[config.mk]
export PLATFORM = sky130hd
export DESIGN_NAME = par_xcvr
export DESIGN_NICKNAME = d
export VERILOG_FILES = /design/src/rtl/ptx_pkg.sv /design/src/rtl/ptx_parity_unit.sv /design/src/rtl/ptx_side_latch.sv /design/src/rtl/ptx_route.sv /design/src/rtl/ptx_checker.sv /design/src/rtl/par_xcvr.sv
export SDC_FILE = /design/constraint.sdc
export NUM_CORES = 1
export LEC_CHECK = 0
export BUFFER_PORTS_ARGS = -buffer_cell sky130_fd_sc_hd__buf_2
export CAP_MARGIN = 20
export CORE_ASPECT_RATIO = 2
export CORE_MARGIN = 2
export CORE_UTILIZATION = 55
export DETAILED_ROUTE_END_ITERATION = 10
export MAX_ROUTING_LAYER = met4
export PLACE_DENSITY_LB_ADDON = 0.2
export SYNTH_ARGS = -nofsm -noshare
export SYNTH_HDL_FRONTEND = slang
export SYNTH_SLANG_ARGS = --single-unit
export TNS_END_PERCENT = 1
[constraint.sdc]
create_clock -name clk -period 3.3 [get_ports clk]
set_input_delay 0.165 -clock clk [delete_from_list [all_inputs] [get_ports clk]]
set_output_delay 0.165 -clock clk [all_outputs]
set_load 0.02 [all_outputs]
[src/rtl/ptx_pkg.sv]
// Package: shared side indices for the parity transceiver.
// Assumes exactly two sides; index 0 is side A, index 1 is side B.
package ptx_pkg;
    localparam int NUM_SIDES = 2;
    localparam int SIDE_A    = 0;
    localparam int SIDE_B    = 1;
endpackage

[src/rtl/ptx_parity_unit.sv]
// Module: ptx_parity_unit
// Computes the parity bit that makes {par,data} have the selected sense.
// Assumes odd_sel = 1 means odd total ones, 0 means even.
module ptx_parity_unit #(
    parameter int DATA_W = 8
) (
    input  logic [DATA_W-1:0] data,
    input  logic              odd_sel,
    output logic              gen_par
);
    // Reduction XOR then sense flip.
    always_comb begin
        gen_par = (^data) ^ odd_sel;
    end
endmodule

[src/rtl/ptx_side_latch.sv]
// Module: ptx_side_latch
// Per-side input store: a clock-enabled register with a transparent bypass.
// While le is high it passes the live word and loads it on each rising edge.
// While le is low it presents the held word. The live word is the driven
// word when this side is being driven (loopback), else the input pins.
module ptx_side_latch #(
    parameter int DATA_W = 8,
    localparam int WORD_W = DATA_W + 1
) (
    input  logic              clk,
    input  logic              rst_n,
    input  logic              le,
    input  logic [WORD_W-1:0] pin_word,
    input  logic [WORD_W-1:0] drv_word,
    input  logic              drv_en,
    output logic [WORD_W-1:0] src_word,
    output logic [WORD_W-1:0] chk_word
);
    logic [WORD_W-1:0] held;
    logic [WORD_W-1:0] live;

    // Word present on this side's bus: driven value or external input.
    always_comb begin
        live = drv_en ? drv_word : pin_word;
    end

    // Capture register: cleared by reset, loads while transparent.
    always_ff @(posedge clk) begin
        if (!rst_n) begin
            held <= '0;
        end else if (le) begin
            held <= live;
        end
    end

    // Source view uses the input pins only (used when this side sends).
    always_comb begin
        src_word = le ? pin_word : held;
    end

    // Check view follows whatever this side's bus carries.
    always_comb begin
        chk_word = le ? live : held;
    end

    // Holding store must not change while the enable is low.
    assert_hold_stable_R5: assert property (@(posedge clk) disable iff (!rst_n)
        !le |=> $stable(held));

    // Transparent store must capture the bus word seen at the edge.
    assert_load_live_R4: assert property (@(posedge clk) disable iff (!rst_n)
        le |=> (held == $past(live)));
endmodule

[src/rtl/ptx_route.sv]
// Module: ptx_route
// Forms the word driven toward the far side: data copied, parity either
// regenerated (fwd_mode = 0) or taken from the source word (fwd_mode = 1).
module ptx_route #(
    parameter int DATA_W = 8,
    localparam int WORD_W = DATA_W + 1
) (
    input  logic [WORD_W-1:0] src_word,
    input  logic              fwd_mode,
    input  logic              odd_sel,
    output logic [WORD_W-1:0] out_word
);
    logic fresh_par;

    ptx_parity_unit #(.DATA_W(DATA_W)) u_gen (
        .data    (src_word[DATA_W-1:0]),
        .odd_sel (odd_sel),
        .gen_par (fresh_par)
    );

    // Select outgoing parity by mode and attach the data.
    always_comb begin
        out_word = {(fwd_mode ? src_word[DATA_W] : fresh_par), src_word[DATA_W-1:0]};
    end
endmodule

[src/rtl/ptx_checker.sv]
// Module: ptx_checker
// Compares regenerated parity of a 9-bit word with its own parity bit.
// err_n is low on mismatch; it works the same in both modes.
module ptx_checker #(
    parameter int DATA_W = 8,
    localparam int WORD_W = DATA_W + 1
) (
    input  logic [WORD_W-1:0] chk_word,
    input  logic              odd_sel,
    output logic              err_n
);
    logic expect_par;

    ptx_parity_unit #(.DATA_W(DATA_W)) u_gen (
        .data    (chk_word[DATA_W-1:0]),
        .odd_sel (odd_sel),
        .gen_par (expect_par)
    );

    // Flag a mismatch between carried and expected parity.
    always_comb begin
        err_n = (expect_par == chk_word[DATA_W]);
    end
endmodule

[src/rtl/par_xcvr.sv]
// Module: par_xcvr (top)
// Bidirectional data+parity transceiver with a store and checker per side.
// Assumes external tri-state resolution: *_oe marks when the *_o values own
// the bus. When both drive enables are asserted, A-to-B wins and a
// conflict is flagged.
module par_xcvr #(
    parameter int DATA_W = 8
) (
    input  logic              clk,
    input  logic              rst_n,
    input  logic              drv_ab_n,
    input  logic              drv_ba_n,
    input  logic              fwd_mode,
    input  logic              odd_sel,
    input  logic              cap_a,
    input  logic              cap_b,
    input  logic [DATA_W-1:0] a_data_i,
    input  logic              a_par_i,
    output logic [DATA_W-1:0] a_data_o,
    output logic              a_par_o,
    output logic              a_oe,
    input  logic [DATA_W-1:0] b_data_i,
    input  logic              b_par_i,
    output logic [DATA_W-1:0] b_data_o,
    output logic              b_par_o,
    output logic              b_oe,
    output logic              a_err_n,
    output logic              b_err_n,
    output logic              dir_conflict
);
    import ptx_pkg::*;

    localparam int WORD_W = DATA_W + 1;

    logic [NUM_SIDES-1:0][WORD_W-1:0] pin_w;
    logic [NUM_SIDES-1:0][WORD_W-1:0] src_w;
    logic [NUM_SIDES-1:0][WORD_W-1:0] chk_w;
    logic [NUM_SIDES-1:0][WORD_W-1:0] drv_w;
    logic [NUM_SIDES-1:0]             drv_en;
    logic [NUM_SIDES-1:0]             le_v;
    logic [NUM_SIDES-1:0]             err_v;

    // Direction arbitration: A-to-B has priority over B-to-A.
    always_comb begin
        dir_conflict   = !drv_ab_n && !drv_ba_n;
        drv_en[SIDE_B] = !drv_ab_n;
        drv_en[SIDE_A] = !drv_ba_n && drv_ab_n;
    end

    // Gather per-side pin words and capture enables.
    always_comb begin
        pin_w[SIDE_A] = {a_par_i, a_data_i};
        pin_w[SIDE_B] = {b_par_i, b_data_i};
        le_v[SIDE_A]  = cap_a;
        le_v[SIDE_B]  = cap_b;
    end

    for (genvar s = 0; s < NUM_SIDES; s++) begin : g_side
        localparam int PEER = NUM_SIDES - 1 - s;

        ptx_side_latch #(.DATA_W(DATA_W)) u_store (
            .clk      (clk),
            .rst_n    (rst_n),
            .le       (le_v[s]),
            .pin_word (pin_w[s]),
            .drv_word (drv_w[s]),
            .drv_en   (drv_en[s]),
            .src_word (src_w[s]),
            .chk_word (chk_w[s])
        );

        ptx_route #(.DATA_W(DATA_W)) u_route (
            .src_word (src_w[PEER]),
            .fwd_mode (fwd_mode),
            .odd_sel  (odd_sel),
            .out_word (drv_w[s])
        );

        ptx_checker #(.DATA_W(DATA_W)) u_check (
            .chk_word (chk_w[s]),
            .odd_sel  (odd_sel),
            .err_n    (err_v[s])
        );
    end

    // Port outputs: zero when a side is not driven.
    always_comb begin
        a_oe     = drv_en[SIDE_A];
        b_oe     = drv_en[SIDE_B];
        a_data_o = drv_en[SIDE_A] ? drv_w[SIDE_A][DATA_W-1:0] : '0;
        a_par_o  = drv_en[SIDE_A] ? drv_w[SIDE_A][DATA_W]     : 1'b0;
        b_data_o = drv_en[SIDE_B] ? drv_w[SIDE_B][DATA_W-1:0] : '0;
        b_par_o  = drv_en[SIDE_B] ? drv_w[SIDE_B][DATA_W]     : 1'b0;
        a_err_n  = err_v[SIDE_A];
        b_err_n  = err_v[SIDE_B];
    end

    // Never drive both buses at once.
    assert_oe_exclusive_R3: assert property (@(posedge clk) disable iff (!rst_n)
        !(a_oe && b_oe));

    // Conflict resolves toward the A-to-B direction.
    assert_conflict_prio_R3: assert property (@(posedge clk) disable iff (!rst_n)
        dir_conflict |-> (b_oe && !a_oe));

    // Generated parity on side B obeys the selected sense.
    assert_gen_sense_R6: assert property (@(posedge clk) disable iff (!rst_n)
        (b_oe && !fwd_mode) |-> ((^{b_par_o, b_data_o}) == odd_sel));

    // Feed-through copies the source parity bit.
    assert_feed_copy_R7: assert property (@(posedge clk) disable iff (!rst_n)
        (b_oe && fwd_mode) |-> (b_par_o == src_w[SIDE_A][DATA_W]));

    // Undriven side outputs stay at zero.
    assert_idle_zero_R11: assert property (@(posedge clk) disable iff (!rst_n)
        !a_oe |-> (a_data_o == '0 && !a_par_o));
endmodule

==> flow_metrics.tcl, run 1 <==
set metrics [dict create \
    clkTransAtPathRegs_ns 0.08 \
    grt_pass1_vias 1423 \
    skew_ns 0.00144 \
    yosys.area_share.simple_pct 22.8 \
    wl_per_cell_um 14.7 \
    required_ns 3.13 \
    share_comb_of_total_power_pct 48.5 \
    top_register "g_side.u_store.held" \
    synth_compound_area_share_pct 14.3 \
    drtPass1Iterations 4 \
    cts_buffers 3 \
    cts.path.max_buffers 2 \
    clk_latency_ns 0.26 \
    cts_sinks 18 \
    power.switching_w 0.000303 \
    swShare_pct 38.2 \
    syn_area_per_cell_um2 8.28 \
    fin_setup_tns_ns 0 \
    grt_setup_unrepaired "false" \
    finalHoldViolations 0 \
    whs_ns 0.308 \
    via_per_inst 5.50 \
    seq_power_share_pct 30.7 \
    setup_viol 0 \
    drive_above_1_share_pct 24.0 \
    hold_buffers 0 \
    critPathKind "input port to output pin" \
    grt_max_degree 33 \
    io-pin-count 49 \
    slew_headroom_pct 58.9 \
    irDropWorstVdd_mv 0.312 \
    ys_warn_count 0 \
    drc 0 \
    fin_area_mm2 0.00197 \
    critPathMaxFanout 17 \
    finalNonFillerCells 281 \
    dieWidth_um 43.9 \
    antenna_found_initial 0 \
    synth_nets 237 \
    max_freq_mhz 377 \
    final_nets 278 \
    dp_hpwl_mm 3.29 \
    timing.final.crit_period_ns 2.65 \
    slew_violations 0 \
    first_iter_violations 22 \
    largest_reg_flops 18 \
    p_per_area_mw_per_mm2 402 \
    synth-seq-cells 18 \
    fillCellCount 322 \
    die-area_mm2 0.00367 \
    die_h_um 83.7 \
    start_kind "input port" \
    routed_wl_mm 4.13 \
    cts_resized 0 \
    post_cts_buffers 0 \
    yosysUniqueCellTypes 33 \
    p_leak_nw 0.997 \
    status "completed" \
    synthAdderAreaFrac_pct 0 \
    synthTopCellsByArea "dfxtp_1 (21%), mux2i_1 (11%), xor2_1 (11%)" \
    gp_routability_congestion 0.884 \
    grt_pass1_wl_mm 6.61 \
    final_antenna_net_count 0 \
    top_regs "g_side.u_store.held: 18 flops" \
    clockRootBuffer "clkbuf_8" \
    syn_area_mm2 0.00175 \
    vias 1545 \
    synth_top_area_cell "dfxtp_1" \
    row_count 29 \
    fin_ws_ns 0.648 \
    finalCritPeriodShare_pct 80.4 \
    track_usage_pct 24.5 \
    cp.arrival_ns 2.49 \
    cp-end-kind "output pin" \
    worstMarginPinSlew_ns 0.616 \
    synth_cells 211 \
    n_antenna_cell 0 \
    core_area_mm2 0.00312 \
    cts_tree "yes" \
    dp.cells 278 \
    synth_top_family_by_area "XOR/XNOR gates" \
    htreeDepth 1 \
    worstHoldPathType "input port to flop" \
    place.port_buffers 48 \
    clkPwrFrac_pct 20.8 \
    synthMuxAreaShare_pct 12.1 \
    initial_core_util_pct 56.0 \
    dp_slack_ns 0.653 \
    placed_area_mm2 0.00193 \
    post-synth-top-area-fraction_pct 20.6 \
    p_int_w 0.000491 \
    synth.yosys.seq_area_share_pct 20.6 \
    synth_xor_area_share_pct 23.2 \
    syn_to_final_growth_pct 13.0 \
    grt.overflow.total 0 \
    maxCapViolations 0 \
]
[synth_stat cells]
| master | instances |
|---|---|
| a21boi_0 | 1 |
| a21boi_1 | 1 |
| a21o_1 | 2 |
| a21oi_1 | 12 |
| a31oi_1 | 9 |
| and2_1 | 12 |
| and2b_1 | 1 |
| and3_1 | 2 |
| buf_2 | 3 |
| buf_4 | 1 |
| buf_6 | 6 |
| clkbuf_1 | 3 |
| dfxtp_1 | 18 |
| inv_1 | 1 |
| inv_2 | 2 |
| inv_6 | 1 |
| mux2_2 | 1 |
| mux2i_1 | 20 |
| nand2_1 | 8 |
| nand2_4 | 1 |
| nand2b_1 | 7 |
| nor2_1 | 25 |
| nor2b_1 | 20 |
| o21ai_0 | 5 |
| o21ai_1 | 4 |
| o21ai_2 | 1 |
| o21bai_1 | 1 |
| o22a_1 | 1 |
| o31ai_2 | 1 |
| o31ai_4 | 1 |
| xnor2_1 | 15 |
| xnor3_1 | 4 |
| xor2_1 | 21 |
[cell usage in the layout, fill, tap and decap left out, drive strengths merged]
cell type / synthesis / layout
nand2: 9 / 9
a21boi: 2 / 2
dfxtp: 18 / 18
o21ai: 10 / 10
and2: 12 / 12
nor2b: 20 / 20
o31ai: 2 / 2
clkbuf: 3 / 3
a21o: 2 / 2
and3: 2 / 2
mux2i: 20 / 20
mux2: 1 / 1
xnor2: 15 / 15
nand2b: 7 / 7
inv: 4 / 4
o22a: 1 / 1
a31oi: 9 / 9
and2b: 1 / 1
xor2: 21 / 21
o21bai: 1 / 1
buf: 10 / 49
a21oi: 12 / 12
nor2: 25 / 25
xnor3: 4 / 4
[cell type report]
type	instances	area, um^2	area share (%)
Timing Repair Buffer	49	248	12.5
Multi-Input combinational cell	176	1270	64.1
Tap cell	31	38.8	1.96
Clock buffer	3	41.3	2.09
Sequential cell	18	360	18.3
Inverter	4	20.0	1.01
[logic make-up after synthesis]
kind of cell           after synthesis
multiplexers                        21
buffers and inverters               17
flip-flops                          18
XOR/XNOR                            40
AO/OA/AOI/OAI                       39
AND/OR/NAND/NOR                     76
[power by group through the flow]
stage               Clock [W]  Combinational, W  Sequential (W)
finish               0.000165          0.000385        0.000244
global route         0.000176          0.000417        0.000246
CTS                  0.000165          0.000388        0.000244
detailed placement          0          0.000387        0.000249
global placement            0          0.000386        0.000249
floorplan                   0          0.000300        0.000246
[layer usage]
metal	track usage [%]	part of all wire (%)	up-vias
li1	-	-	782
met1	28.2	40	706
met2	40.6	53	45
met3	2.81	4.1	12
met4	11.3	3.7	0
met5	-	0	-
[final timing paths]
kind | endpoint | start | slack (ns) | cells after the start
worst max register to register | g_side[1].u_store.held[8] | g_side[0].u_store.held[4] | 1.49 | 7
worst max-delay path | a_err_n | drv_ab_n | 0.65 | 10
worst min register to register | g_side[1].u_store.held[5] | g_side[1].u_store.held[5] | 0.59 | 2
worst min-delay path | g_side[1].u_store.held[8] | rst_n | 0.31 | 2
[metrics by stage]
step                power (W)  util, %
floorplan            0.000546        -
global placement     0.000635     61.9
detailed placement   0.000636     61.9
CTS                  0.000797     63.3
global route         0.000839     63.3
finish               0.000794     63.3
[critical path, stage by stage]
cell and delay, ns:
buf_2 0.27, nand2b_1 0.31, inv_6 0.18, nand2_4 0.09
o21ai_1 0.21, xor2_1 0.25, xnor3_1 0.45, xnor2_1 0.19
xor2_1 0.18, buf_2 0.18
Power figures use the tool's default switching activity.
==> inputs of run 2 (changes only) <==
CORE_UTILIZATION = 47   (was 55)
clock period = 2.4 ns   (was 3.3 ns; I/O delays follow)
==> flow_metrics.tcl, run 2 (synthesis gave the netlist of run 1 again) <==
set metrics [dict create \
    p_per_area_mw_per_mm2 536 \
    cp_common_cell "xnor2_2" \
    fillCellCount 372 \
    dieWidth_um 47.1 \
    worstMarginPinSlew_ns 0.364 \
    grt_pass1_vias 1583 \
    drc 0 \
    vias 1560 \
    critPathMaxFanout 3 \
    antenna_found_initial 0 \
    max_freq_mhz 434 \
    required_ns 2.28 \
    finalCritPeriodShare_pct 95.9 \
    irDropWorstVdd_mv 0.371 \
    routed_wl_mm 4.43 \
    critPathKind "flop to output pin" \
    grt_max_degree 20 \
    cts.path.max_buffers 2 \
    cts_tree "yes" \
    htreeDepth 1 \
    drive_above_1_share_pct 32.9 \
    initial_core_util_pct 48.5 \
    cp.arrival_ns 2.18 \
    p_leak_nw 1.07 \
    finalHoldViolations 0 \
    place.port_buffers 48 \
    slew_violations 0 \
    io-pin-count 49 \
    cts_sinks 18 \
    path_cells "mux2i_1, nand2_1, a31oi_4, xnor2_2, xnor3_1, xnor2_2, xor2_1, buf_4" \
    timing.final.crit_period_ns 2.30 \
    grt_setup_unrepaired "true" \
    setup_viol 0 \
    die-area_mm2 0.00425 \
    largest_reg_flops 18 \
    finalPower_w 0.00116 \
    grt.overflow.total 0 \
    final_antenna_net_count 0 \
    final_nets 286 \
    multi_input_area_mm2 0.00134 \
    fin_util_pct 59.8 \
    cts_buffers 3 \
    status "completed" \
    grt_pass1_wl_mm 7.13 \
    track_usage_pct 23.8 \
    via_per_inst 5.08 \
    top_regs "g_side.u_store.held: 18 flops" \
    row_count 31 \
    critPathSlowestCell "xnor3_1" \
    post_cts_buffers 0 \
    drtPass1Iterations 4 \
    start_kind "flop" \
    regArea_um2 364 \
    skew_ns 0.00673 \
    clk_latency_ns 0.26 \
    cpPeakStageDelay_ns 0.38 \
    first_iter_violations 18 \
    core_area_mm2 0.00361 \
    top_register "g_side.u_store.held" \
    fin_setup_tns_ns 0 \
    cp-end-kind "output pin" \
    hold_buffers 0 \
    gp_routability_congestion 0.909 \
    maxCapViolations 0 \
    clkTransAtPathRegs_ns 0.07 \
    syn_to_final_growth_pct 23.5 \
    slew_headroom_pct 75.6 \
    die_h_um 90.2 \
    wl_per_cell_um 14.4 \
    n_antenna_cell 0 \
    mostFrequentLayoutCells "buf_2 (45), nor2_1 (24), xor2_1 (21)" \
    clockRootBuffer "clkbuf_8" \
    dp_hpwl_mm 3.65 \
    final_common_cell "buf_2" \
    worstHoldPathType "input port to flop" \
]
## run 2: cell types whose count changed in the layout (fill, tap and decap cells not counted), sizes merged
cell / change
buf: +6
clkbuf: +2
## run 2: power by group
group	internal (W)	total, W	leakage, nW	switching, W
combinational	0.000288	0.000600	0.901	0.000313
sequential	0.000320	0.000336	0.149	0.0000162
clock	0.000112	0.000220	0.0216	0.000108
total	0.000719	0.00116	1.07	0.000437
## run 2: final timing paths
check	from	end	slack [ns]	cells past startpoint
min reg2reg	g_side[1].u_store.held[5]	g_side[1].u_store.held[5]	0.57	2
max	g_side[1].u_store.held[4]	a_err_n	0.1	8
max reg2reg	g_side[0].u_store.held[6]	g_side[1].u_store.held[8]	0.65	7
min	rst_n	g_side[1].u_store.held[8]	0.26	2
## run 2: critical path, delay by kind of cell (launching register included)
family                    cells  cell delay (ns)
muxes                         1             0.19
and+or+nand+nor               1             0.13
AOI/OAI and AO/OA             1             0.24
DFF                           1             0.33
buffers and inverters         1             0.17
xor gates and xnor gates      4             0.87
## run 2: area by class of cell
class | count | share of cell area [%]
Timing Repair Buffer | 57 | 15.4
Clock buffer | 3 | 1.91
Tap cell | 49 | 2.84
Multi-Input combinational cell | 176 | 62.1
Sequential cell | 18 | 16.9
Inverter | 4 | 0.928
## run 2: routing by layer
layer / part of all wire, % / global-route usage [%]
met3: 2.1 / 2.01
met1: 36 / 24.0
met2: 57 / 41.6
met4: 4.5 / 12.5
met5: 0 / -
## run 2: per-stage QoR
| step | std cells | hold slack, ns | area (um^2) | worst slack [ns] |
|---|---|---|---|---|
| finish | 307 | 0.258 | 2160 | 0.0973 |
| global route | 307 | 0.281 | 2160 | -0.0406 |
| CTS | 307 | 0.264 | 2080 | 0.00309 |
| detailed placement | 304 | 0.497 | 2030 | 0.110 |
| global placement | 304 | 0.496 | 2030 | 0.101 |
| floorplan | 211 | 0.248 | 1750 | 0.333 |
## run 2: repair_timing
item	in CTS	in global routing
pin swaps	0	8
gates resized for setup	2	23
endpoints found under the setup margin	1	2
hold endpoints to repair	0	0
==> inputs of run 3 (changes only) <==
clock period = 1.9 ns   (was 2.4 ns; I/O delays follow)
==> flow_metrics.tcl, run 3 (synthesis gave the netlist of run 1 again) <==
set metrics [dict create \
    status "complete, but fails checks" \
    violations "negative setup slack" \
    dp_hpwl_mm 4.04 \
    clockRootBuffer "clkbuf_8" \
    cpPeakStageDelay_ns 0.40 \
    required_ns 1.80 \
    hold_buffers 0 \
    track_usage_pct 26.4 \
    p_leak_nw 1.30 \
    final_common_cell "buf_4" \
    largest_reg_flops 18 \
    htreeDepth 1 \
    cp-end-kind "output pin" \
    first_iter_violations 52 \
    row_count 31 \
    fin_setup_tns_ns -1.28 \
    fin_ws_ns -0.457 \
    fin_area_mm2 0.00254 \
    dieWidth_um 47.1 \
    grt.overflow.total 0 \
    drtPass1Iterations 4 \
    drive_above_1_share_pct 44.4 \
    grt_max_degree 23 \
    start_kind "flop" \
    cp_common_cell "xor2_1" \
    critPathSlowestCell "xnor3_1" \
    maxCapViolations 0 \
    clkTransAtPathRegs_ns 0.08 \
    clk_latency_ns 0.26 \
    syn_to_final_growth_pct 45.2 \
    die_h_um 90.2 \
    critPathKind "flop to output pin" \
    io-pin-count 49 \
    dp_slack_ns -0.257 \
    fillCellCount 343 \
    mostFrequentLayoutCells "buf_4 (54), buf_2 (46), nor2_1 (22)" \
    grt_pass1_wl_mm 8.02 \
    place.port_buffers 48 \
    cts_sinks 18 \
    wl_per_cell_um 14.6 \
    finalCritPeriodShare_pct 124 \
    critPathMaxFanout 3 \
    initial_core_util_pct 48.5 \
    slew_violations 0 \
    final_nets 332 \
    path_cells "xor2_1, mux2i_1, xnor3_1, xnor2_1, nor2_2, o31ai_4, xor2_1, buf_2" \
    timing.final.crit_period_ns 2.36 \
    setup_viol 4 \
    grt_pass1_vias 1797 \
    top_register "g_side.u_store.held" \
    cp.arrival_ns 2.26 \
    n_antenna_cell 0 \
    p_per_area_mw_per_mm2 624 \
    irDropWorstVdd_mv 0.440 \
    core_area_mm2 0.00361 \
    worstHoldPathType "input port to flop" \
    die-area_mm2 0.00425 \
    placed_area_mm2 0.00240 \
    drc 0 \
    worstMarginPinSlew_ns 0.337 \
    grt_setup_unrepaired "true" \
    cts_tree "yes" \
    antenna_found_initial 0 \
    cts.path.max_buffers 2 \
    regArea_um2 364 \
    max_freq_mhz 424 \
    vias 1757 \
    multi_input_area_mm2 0.00136 \
    routed_wl_mm 5.17 \
    finalHoldViolations 0 \
    cts_buffers 3 \
    top_regs "g_side.u_store.held: 18 flops" \
    rrSetupSlack_ns 0.05 \
    gp_routability_congestion 0.963 \
    via_per_inst 4.98 \
    final_antenna_net_count 0 \
    slew_headroom_pct 77.4 \
    skew_ns 0.00769 \
]
[run 3: power by group]
group | switching [W] | internal (W)
Sequential | 0.0000177 | 0.000403
Combinational | 0.000433 | 0.000455
Clock | 0.000135 | 0.000141
Total | 0.000586 | 0.000999
[run 3: cell type report]
| type | count | share of cell area (%) |
|---|---|---|
| clock buffers | 3 | 1.63 |
| inverters | 4 | 0.789 |
| multi-input cells | 176 | 53.4 |
| flip-flops and latches | 18 | 14.3 |
| well taps | 49 | 2.41 |
| repair buffers | 103 | 27.4 |
[run 3: timing repair]
| item | in CTS | in global routing |
|---|---|---|
| endpoints found under the setup margin | 4 | 5 |
| buffers inserted | 1 | 0 |
| gates resized for setup | 8 | 17 |
| pin swaps | 6 | 6 |
[run 3: final timing paths]
check,start,endpoint,depth (start not counted)
worst max-delay path,g_side[1].u_store.held[3],a_err_n,8
worst min-delay path,rst_n,g_side[0].u_store.held[5],2
worst max register to register,g_side[1].u_store.held[3],g_side[0].u_store.held[8],7
worst min register to register,g_side[0].u_store.held[8],g_side[0].u_store.held[8],4
[run 3: stage by stage]
stage          utilization (%)  total power [W]  instances  hold WS (ns)
5_1_grt                   70.4          0.00167        353         0.263
3_5_place_dp              66.6          0.00124        349         0.448
4_1_cts                   68.7          0.00155        353         0.245
3_3_place_gp              66.6          0.00123        349         0.444
2_1_floorplan                -         0.000965        211         0.223
6_report                  70.4          0.00158        353         0.236
[run 3: routing by layer]
metal | GRT usage (%) | vias up | routed length (um)
met4 | 9.26 | 0 | 158
li1 | - | 885 | -
met1 | 26.5 | 823 | 1850
met3 | 1.81 | 12 | 121
met2 | 48.7 | 37 | 3040
met5 | - | - | 0
[run 3: worst max-delay path, delay by kind of cell (launching register included)]
| family | cells | cell delay, ns |
|---|---|---|
| multiplexers | 1 | 0.25 |
| AND/OR/NAND/NOR | 1 | 0.08 |
| buffers and inverters | 1 | 0.18 |
| AO/OA/AOI/OAI | 1 | 0.24 |
| XOR/XNOR | 4 | 0.91 |
| flip-flops | 1 | 0.34 |
